--- config.mk ---
export PLATFORM = sky130hd
export DESIGN_NAME = seg_sel_loader
export DESIGN_NICKNAME = d
export VERILOG_FILES = /design/src/rtl/seg_pkg.sv /design/src/rtl/seg_sel_decode.sv /design/src/rtl/seg_desc_unpack.sv /design/src/rtl/seg_sel_loader.sv
export SDC_FILE = /design/constraint.sdc
export NUM_CORES = 1
export LEC_CHECK = 0
export ABC_AREA = 1
export BUFFER_PORTS_ARGS = -buffer_cell sky130_fd_sc_hd__buf_2
export CORE_MARGIN = 2
export CORE_UTILIZATION = 30
export DETAILED_ROUTE_END_ITERATION = 10
export GPL_TIMING_DRIVEN = 0
export MAX_ROUTING_LAYER = met4
export PLACE_DENSITY = 0.53
export SYNTH_ARGS = -nofsm -noshare
export SYNTH_HDL_FRONTEND = slang
export SYNTH_SLANG_ARGS = --single-unit
--- constraint.sdc ---
create_clock -name clk -period 7.7 [get_ports clk]
set_input_delay 0.385 -clock clk [delete_from_list [all_inputs] [get_ports clk]]
set_output_delay 0.385 -clock clk [all_outputs]
set_load 0.1 [all_outputs]
--- src/rtl/seg_pkg.sv ---
package seg_pkg;
    localparam int SEG_AW      = 32;
    localparam int SEL_W       = 16;
    localparam int TLIM_W      = 16;
    localparam int SLIM_W      = 20;
    localparam int ENT_SHIFT   = 3;
    localparam int IDX_W       = SEL_W - ENT_SHIFT;

    typedef enum logic [2:0] {
        CAUSE_NONE  = 3'd0,
        CAUSE_NULL  = 3'd1,
        CAUSE_LIMIT = 3'd2,
        CAUSE_TYPE  = 3'd3,
        CAUSE_PRIV  = 3'd4
    } cause_e;

    typedef enum logic [1:0] {
        ST_IDLE = 2'd0,
        ST_LO   = 2'd1,
        ST_HI   = 2'd2
    } ld_state_e;

    typedef struct packed {
        logic [SEG_AW-1:0] base;
        logic [TLIM_W-1:0] limit;
        logic              present;
    } tbl_reg_t;
endpackage

--- src/rtl/seg_sel_decode.sv ---
module seg_sel_decode
    import seg_pkg::*;
(
    input  logic [SEL_W-1:0]  sel,
    input  tbl_reg_t          gtab,
    input  tbl_reg_t          ltab,
    output logic [1:0]        rpl,
    output logic              is_null,
    output logic              in_range,
    output logic [SEG_AW-1:0] entry_addr
);
    logic              use_local;
    logic [IDX_W-1:0]  idx;
    logic [TLIM_W:0]   last_byte;
    tbl_reg_t          tab;

    always_comb begin
        use_local  = sel[2];
        rpl        = sel[1:0];
        idx        = sel[SEL_W-1:ENT_SHIFT];
        tab        = use_local ? ltab : gtab;
        last_byte  = {1'b0, idx, {ENT_SHIFT{1'b0}}} + (TLIM_W+1)'(7);
        is_null    = !use_local && (idx == '0);
        in_range   = tab.present && (last_byte <= {1'b0, tab.limit});
        entry_addr = tab.base + SEG_AW'({idx, {ENT_SHIFT{1'b0}}});
    end
endmodule

--- src/rtl/seg_desc_unpack.sv ---
module seg_desc_unpack
    import seg_pkg::*;
(
    input  logic [31:0]       lo_word,
    input  logic [31:0]       hi_word,
    output logic [SEG_AW-1:0] base,
    output logic [SLIM_W-1:0] limit,
    output logic [1:0]        dpl,
    output logic              is_code
);
    always_comb begin
        base    = {hi_word[31:24], hi_word[7:0], lo_word[31:16]};
        limit   = {hi_word[19:16], lo_word[15:0]};
        dpl     = hi_word[14:13];
        is_code = hi_word[11] & hi_word[12];
    end
endmodule

--- src/rtl/seg_sel_loader.sv ---
module seg_sel_loader
    import seg_pkg::*;
#(
    parameter int ADDR_W = SEG_AW
) (
    input  logic              clk,
    input  logic              rst_n,
    input  logic              tbl_wr,
    input  logic              tbl_wr_local,
    input  logic [ADDR_W-1:0] tbl_wr_base,
    input  logic [15:0]       tbl_wr_limit,
    input  logic              tbl_wr_present,
    input  logic              sel_load,
    input  logic [15:0]       sel_in,
    output logic              busy,
    output logic              mem_req,
    output logic [ADDR_W-1:0] mem_addr,
    input  logic              mem_ack,
    input  logic [31:0]       mem_rdata,
    output logic              desc_valid,
    output logic [ADDR_W-1:0] desc_base,
    output logic [19:0]       desc_limit,
    output logic [1:0]        desc_dpl,
    output logic              fault,
    output logic [2:0]        fault_cause
);
    localparam logic [TLIM_W-1:0] RST_LIMIT = '1;
    localparam logic [SEG_AW-1:0] WORD_STEP = SEG_AW'(4);

    typedef struct packed {
        ld_state_e         st;
        logic [1:0]        rpl;
        logic [SEG_AW-1:0] addr;
        logic [31:0]       lo_word;
        tbl_reg_t          gtab;
        tbl_reg_t          ltab;
        logic              valid;
        logic              fault;
        cause_e            cause;
        logic [SEG_AW-1:0] dbase;
        logic [SLIM_W-1:0] dlimit;
        logic [1:0]        ddpl;
    } ld_regs_t;

    ld_regs_t r_d, r_q;

    logic [1:0]        dec_rpl;
    logic              dec_null;
    logic              dec_in_range;
    logic [SEG_AW-1:0] dec_addr;
    logic [SEG_AW-1:0] up_base;
    logic [SLIM_W-1:0] up_limit;
    logic [1:0]        up_dpl;
    logic              up_code;

    seg_sel_decode u_dec (
        .sel        (sel_in),
        .gtab       (r_q.gtab),
        .ltab       (r_q.ltab),
        .rpl        (dec_rpl),
        .is_null    (dec_null),
        .in_range   (dec_in_range),
        .entry_addr (dec_addr)
    );

    seg_desc_unpack u_unp (
        .lo_word (r_q.lo_word),
        .hi_word (mem_rdata),
        .base    (up_base),
        .limit   (up_limit),
        .dpl     (up_dpl),
        .is_code (up_code)
    );

    always_comb begin
        r_d       = r_q;
        r_d.valid = 1'b0;
        r_d.fault = 1'b0;
        r_d.cause = CAUSE_NONE;

        if (tbl_wr) begin
            if (tbl_wr_local) begin
                r_d.ltab = '{base: SEG_AW'(tbl_wr_base), limit: tbl_wr_limit,
                             present: tbl_wr_present};
            end else begin
                r_d.gtab = '{base: SEG_AW'(tbl_wr_base), limit: tbl_wr_limit,
                             present: 1'b1};
            end
        end

        unique case (r_q.st)
            ST_IDLE: begin
                if (sel_load) begin
                    if (dec_null) begin
                        r_d.fault = 1'b1;
                        r_d.cause = CAUSE_NULL;
                    end else if (!dec_in_range) begin
                        r_d.fault = 1'b1;
                        r_d.cause = CAUSE_LIMIT;
                    end else begin
                        r_d.st   = ST_LO;
                        r_d.addr = dec_addr;
                        r_d.rpl  = dec_rpl;
                    end
                end
            end
            ST_LO: begin
                if (mem_ack) begin
                    r_d.lo_word = mem_rdata;
                    r_d.st      = ST_HI;
                end
            end
            ST_HI: begin
                if (mem_ack) begin
                    r_d.st = ST_IDLE;
                    if (!up_code) begin
                        r_d.fault = 1'b1;
                        r_d.cause = CAUSE_TYPE;
                    end else if (r_q.rpl > up_dpl) begin
                        r_d.fault = 1'b1;
                        r_d.cause = CAUSE_PRIV;
                    end else begin
                        r_d.valid  = 1'b1;
                        r_d.dbase  = up_base;
                        r_d.dlimit = up_limit;
                        r_d.ddpl   = up_dpl;
                    end
                end
            end
            default: r_d.st = ST_IDLE;
        endcase
    end

    always_ff @(posedge clk) begin
        if (!rst_n) begin
            r_q      <= '0;
            r_q.st   <= ST_IDLE;
            r_q.gtab <= '{base: '0, limit: RST_LIMIT, present: 1'b1};
            r_q.ltab <= '{base: '0, limit: RST_LIMIT, present: 1'b1};
        end else begin
            r_q <= r_d;
        end
    end

    assign busy        = (r_q.st != ST_IDLE);
    assign mem_req     = busy;
    assign mem_addr    = ADDR_W'(r_q.addr + ((r_q.st == ST_HI) ? WORD_STEP : '0));
    assign desc_valid  = r_q.valid;
    assign desc_base   = ADDR_W'(r_q.dbase);
    assign desc_limit  = r_q.dlimit;
    assign desc_dpl    = r_q.ddpl;
    assign fault       = r_q.fault;
    assign fault_cause = r_q.cause;

    // results are mutually exclusive and only leave an idle loader
    assert_one_result_R8: assert property (@(posedge clk) disable iff (!rst_n)
        !(desc_valid && fault));
    assert_result_idle_R8: assert property (@(posedge clk) disable iff (!rst_n)
        (desc_valid || fault) |-> !busy);
    assert_cause_quiet_R8: assert property (@(posedge clk) disable iff (!rst_n)
        !fault |-> (fault_cause == 3'd0));
    // early faults never start a read
    assert_no_read_early_R4: assert property (@(posedge clk) disable iff (!rst_n)
        (!busy && sel_load && (dec_null || !dec_in_range)) |=> !mem_req && fault);
    // request held with stable address until acknowledged
    assert_addr_hold_R2: assert property (@(posedge clk) disable iff (!rst_n)
        (mem_req && !mem_ack) |=> mem_req && $stable(mem_addr));
    assert_hi_after_lo_R2: assert property (@(posedge clk) disable iff (!rst_n)
        (r_q.st == ST_LO && mem_ack) |=> mem_req && (mem_addr == $past(mem_addr) + 4));
    // accepted descriptors satisfy the privilege rule
    assert_priv_ok_R6: assert property (@(posedge clk) disable iff (!rst_n)
        desc_valid |-> (r_q.rpl <= desc_dpl));
endmodule

# Word-level counts from Yosys, hierarchy flattened
# Index checks and enable logic that the tools add are counted.
[word_totals] in_bits=103 register_bits=224 output_inout_bits=93 elab_cells=62
[classes] bitwise_logic=4 n_reduce_logical=13 addsub=3 mux=18 magnitude_cmp=2 n_eq_ne=7
[ops] cell="$mux 36" n=3
[ops] cell="$mux 54" n=2
[ops] cell="$mux 58" n=1
[ops] cell="$mux 49" n=1
[ops] cell="$add 32x16->32" n=1
[ops] cell="$add 32x3->32" n=1
[ops] cell="$mux 4" n=5
[ops] cell="$add 16x3->17 const B" n=1
[ops] cell="$le 17x16->1" n=1
[ops] cell="$logic_not 13->1" n=1
[ops] cell="$reduce_and 4->1" n=3
[ops] cell="$ne 2x2->1 const B" n=5
[ops] cell="$pmux 4 s2" n=1
[ops] cell="$pmux 2 s3" n=1
[ops] cell="$reduce_and 2->1" n=3
[ops] cell="$reduce_and 5->1" n=1
[ops] cell="$mux 2" n=2
[ops] cell="$mux 3" n=1
[ops] cell="$not 1->1" n=3
[ops] cell="$eq 2x1->1 const B" n=1
[ops] cell="$eq 2x2->1 const B" n=1
[ops] cell="$gt 2x2->1" n=1
[ops] cell="$logic_and 1x1->1" n=2
[ops] cell="$logic_not 2->1" n=1
[ops] cell="other kinds (4)" n=4

# Longest topological paths before layout
[depth] word_depth=7 depth_mapped=21 ltp_nobuf=18

# Hierarchy
# From an unflattened synthesis, not the netlist that was laid out.
[hier_totals] cells_unflattened=1908 hier_area_um2=12450.7
[by_module_without_submodules] mod="seg_sel_loader" seq_area_each_um2=4484.3 area_per_inst_um2=9611.7 cells_each=1364 instances=1
[by_module_without_submodules] mod="seg_sel_decode" seq_area_each_um2=0.0 area_per_inst_um2=2426.1 cells_each=488 instances=1
[by_module_without_submodules] mod="seg_desc_unpack" seq_area_each_um2=0.0 area_per_inst_um2=412.9 cells_each=56 instances=1

# Least setup slack after synthesis
# No wires, ideal clock.
[synth_timing] path_kind="flip-flop to output port" start="reg r_q[224] (netlist name)" end="out mem_addr[26]" n_path_buf=0 path_stages_with_launch=11 slack_ns=4.159 required_ns=7.315 arrival_ns=3.156 cell_sequence="dfxtp_1 > inv_1 > nor2_2 > ha_1 > ha_1 > nand2_1 > nor3b_2 > nand4_1 > nor3_2 > nand3_1 > xor2_1"
[synth_between] elab_chain_len=3
[synth_rtl] element="start, declared" line_no="seg_sel_loader.sv:45" text="ld_regs_t r_d, r_q;"
[synth_rtl] element="start signal, assigned" line_no="seg_sel_loader.sv:141" text="r_q <= r_d;"
[synth_rtl] element="$eq 2x2->1" line_no="seg_sel_loader.sv:147" text="assign mem_addr = ADDR_W'(r_q.addr + ((r_q.st == ST_HI) ? WORD_STEP : '0));"
[synth_rtl] element="$mux 3" line_no="seg_sel_loader.sv:147"
[synth_rtl] element="$add 32x3->32" line_no="seg_sel_loader.sv:147"
[synth_rtl] element="end, declared" line_no="seg_sel_loader.sv:17" text="output logic [ADDR_W-1:0] mem_addr,"
# No other way between the ends.

# Worst setup path in the final report
# Ends and elaborated chain as after synthesis.

==> results_dict.tcl <==
set metrics [dict create \
    status "complete, no violations" \
    nets 1997 \
    syn_inst 1641 \
    num_rows 71 \
    critPathKind "flip-flop to output port" \
    drt_pass1_iterations 5 \
    fillerInstances 4049 \
    min-delay-path-class "primary input to flip-flop" \
    core-area_sq_mm 0.0374 \
    post_cts_buffers 0 \
    antenna_found_initial 2 \
    wirelength_um 37400 \
    hpwl_um 29200 \
    min_period_over_period 0.468 \
    hold_buffers 0 \
    final_cell_mix "nand2_1 (410), dfxtp_1 (224), nor2_1 (215)" \
    clk_pin_slew_worst_paths_ps 60 \
    htree_levels 1 \
    yosys_warnings 0 \
    fmaxAchievable_mhz 277 \
    clk_latency_ps 550 \
    place.gp.congestion 0.897 \
    p_leak_nw 6.73 \
    crit_fanout 5 \
    cts_resized 0 \
    portBuffers 193 \
    clk_root_buffer_cell "clkbuf_16" \
    die_w_um 198 \
    drc 0 \
    gr-total-overflow 0 \
    layout_commonest_cell "nand2_1" \
    fin_crit_ps 3600 \
    die-area_sq_mm 0.0392 \
    seq_area_frac_synth 0.397 \
    grt_max_degree 14 \
    num_vias 10927 \
    start_util 0.302 \
    crit_arrival_ps 3220 \
    layout-drive-gt1-share 0.184 \
    maxSlewViolCount 0 \
    wl_per_cell_um 15.6 \
    drtAntennaViolNets 0 \
    grt.total_usage 0.195 \
    crit_required_ps 7320 \
    cts.sinks 224 \
    cts_tree "yes" \
    pin_count 196 \
    synth_fp_nets 1775 \
    end_kind "output port" \
    ir_worst_vdd_v 0.000164 \
    grt_pass1_vias 10334 \
    drv_cap 0 \
    via_per_inst 4.56 \
    cts_made_buffers 27 \
    synth_async_sr_flop_share 0 \
    power_w 0.00331 \
    cellPowerDensity_mw_per_mm2 238 \
    setup.worst_path.start_class "flip-flop" \
    finClkSkew_ps 13.1 \
    setup_viol 0 \
    cts.path.max_buffers 3 \
    syn_to_final_growth_pct 23.1 \
    synth_edf_count 0 \
    grt_pass1_wl_um 57500 \
    yosys_register_bits 224 \
    rsz0062_at_grt "no" \
    netlist_area_sq_mm 0.0113 \
    worst_pin_slew_ps 748 \
    hold_viol 0 \
    synth_cell_type_count 36 \
    dr.first_iter.drc_count 658 \
    slew_headroom 0.501 \
    post_synth.cell_area_avg_sq_um 6.88 \
    finalSetupTns_ps 0 \
    die_h_um 198 \
    ys.flop_type "dfxtp_1" \
]
-- final timing paths --
check                           slack (ps)             end       startpoint  cells past startpoint
worst max-delay path                  4100    mem_addr[26]         r_q[224]                     11
worst max register to register        5210        r_q[208]          r_q[75]                     13
worst min-delay path                    50         r_q[61]  tbl_wr_limit[1]                      3
worst min register to register         450  desc_limit[11]         r_q[168]                      2
-- power by group --
part / switching, W / total [W] / leakage (nW) / internal [W]
combinational: 0.000468 / 0.000630 / 4.41 / 0.000162
sequential: 0.0000405 / 0.00127 / 1.83 / 0.00123
clock: 0.000519 / 0.00141 / 0.482 / 0.000891
total: 0.00103 / 0.00331 / 6.73 / 0.00228
-- cells by family (layout without fill, tap and decap cells) --
logic type / after synthesis / after routing / synth area share
other: 0 / 2 / 0
AO/OA/AOI/OAI: 281 / 281 / 0.125
AND/OR/NAND/NOR: 753 / 753 / 0.273
adder cells (fa/ha/maj): 31 / 31 / 0.0350
buffers and inverters: 295 / 538 / 0.124
multiplexers: 15 / 15 / 0.0133
flip-flops: 224 / 224 / 0.397
XOR/XNOR: 42 / 42 / 0.0326
-- layout make-up --
cell class,count,area [sq um],share of cell area
plain buffers,139,813,0.0585
clock inverters,10,190,0.0137
well taps,511,639,0.0460
flip-flops and latches,224,4480,0.323
diodes,2,5.00,0.000360
repair buffers,193,966,0.0695
clock buffers,40,805,0.0579
multi-input cells,1122,5410,0.389
inverters,156,588,0.0423
-- worst max-delay path: stages (launching register included) --
cell and delay (ps):
dfxtp_1 320, inv_1 70, nor2_2 150, ha_1 240
ha_1 220, nand2_1 100, nor3b_2 350, nand4_1 250
nor3_2 260, nand3_1 130, xor2_1 140, buf_2 440
-- synthesized netlist by cell type (4+ instances only) --
| cell | n | area share |
|---|---|---|
| a21oi_1 | 123 | 0.055 |
| buf_2 | 14 | 0.0062 |
| buf_4 | 64 | 0.043 |
| clkbuf_1 | 56 | 0.019 |
| dfxtp_1 | 224 | 0.40 |
| ha_1 | 30 | 0.033 |
| inv_1 | 154 | 0.051 |
| mux2i_1 | 15 | 0.013 |
| nand2_1 | 410 | 0.14 |
| nand2_2 | 11 | 0.0061 |
| nand3_1 | 72 | 0.032 |
| nand4_1 | 14 | 0.0078 |
| nor2_1 | 215 | 0.071 |
| nor2_2 | 7 | 0.0039 |
| nor3_1 | 8 | 0.0035 |
| o21ai_0 | 155 | 0.069 |
| xnor2_1 | 4 | 0.0031 |
| xor2_1 | 38 | 0.029 |
-- flip-flops by register name, indices dropped and copies added (netlist names) --
name and count:
r_q 165, desc_base 32, desc_limit 20, fault_cause 3
desc_dpl 2, desc_valid 1, fault 1
-- metal layers --
metal / vias up / global-route usage / routed length [um] / share of wire
li1: 5575 / - / - / -
met1: 4950 / 0.250 / 17300 / 0.46
met2: 328 / 0.320 / 17100 / 0.46
met3: 74 / 0.0274 / 1950 / 0.052
met4: 0 / 0.0549 / 1040 / 0.028
met5: - / - / 0 / 0
-- stage by stage --
stage | instances | setup WS [ps] | instance area (sq um) | hold slack, ps | util
floorplan | 1641 | 4160 | 11300 | 424 | -
global placement | 2345 | 3940 | 12900 | 433 | 0.345
detailed placement | 2345 | 4000 | 12900 | 438 | 0.345
CTS | 2395 | 4020 | 13900 | 40.0 | 0.371
global route | 2396 | 3830 | 13900 | 56.2 | 0.371
finish | 2397 | 4100 | 13900 | 53.8 | 0.372
Note: power is estimated with default switching activity, not from simulation.
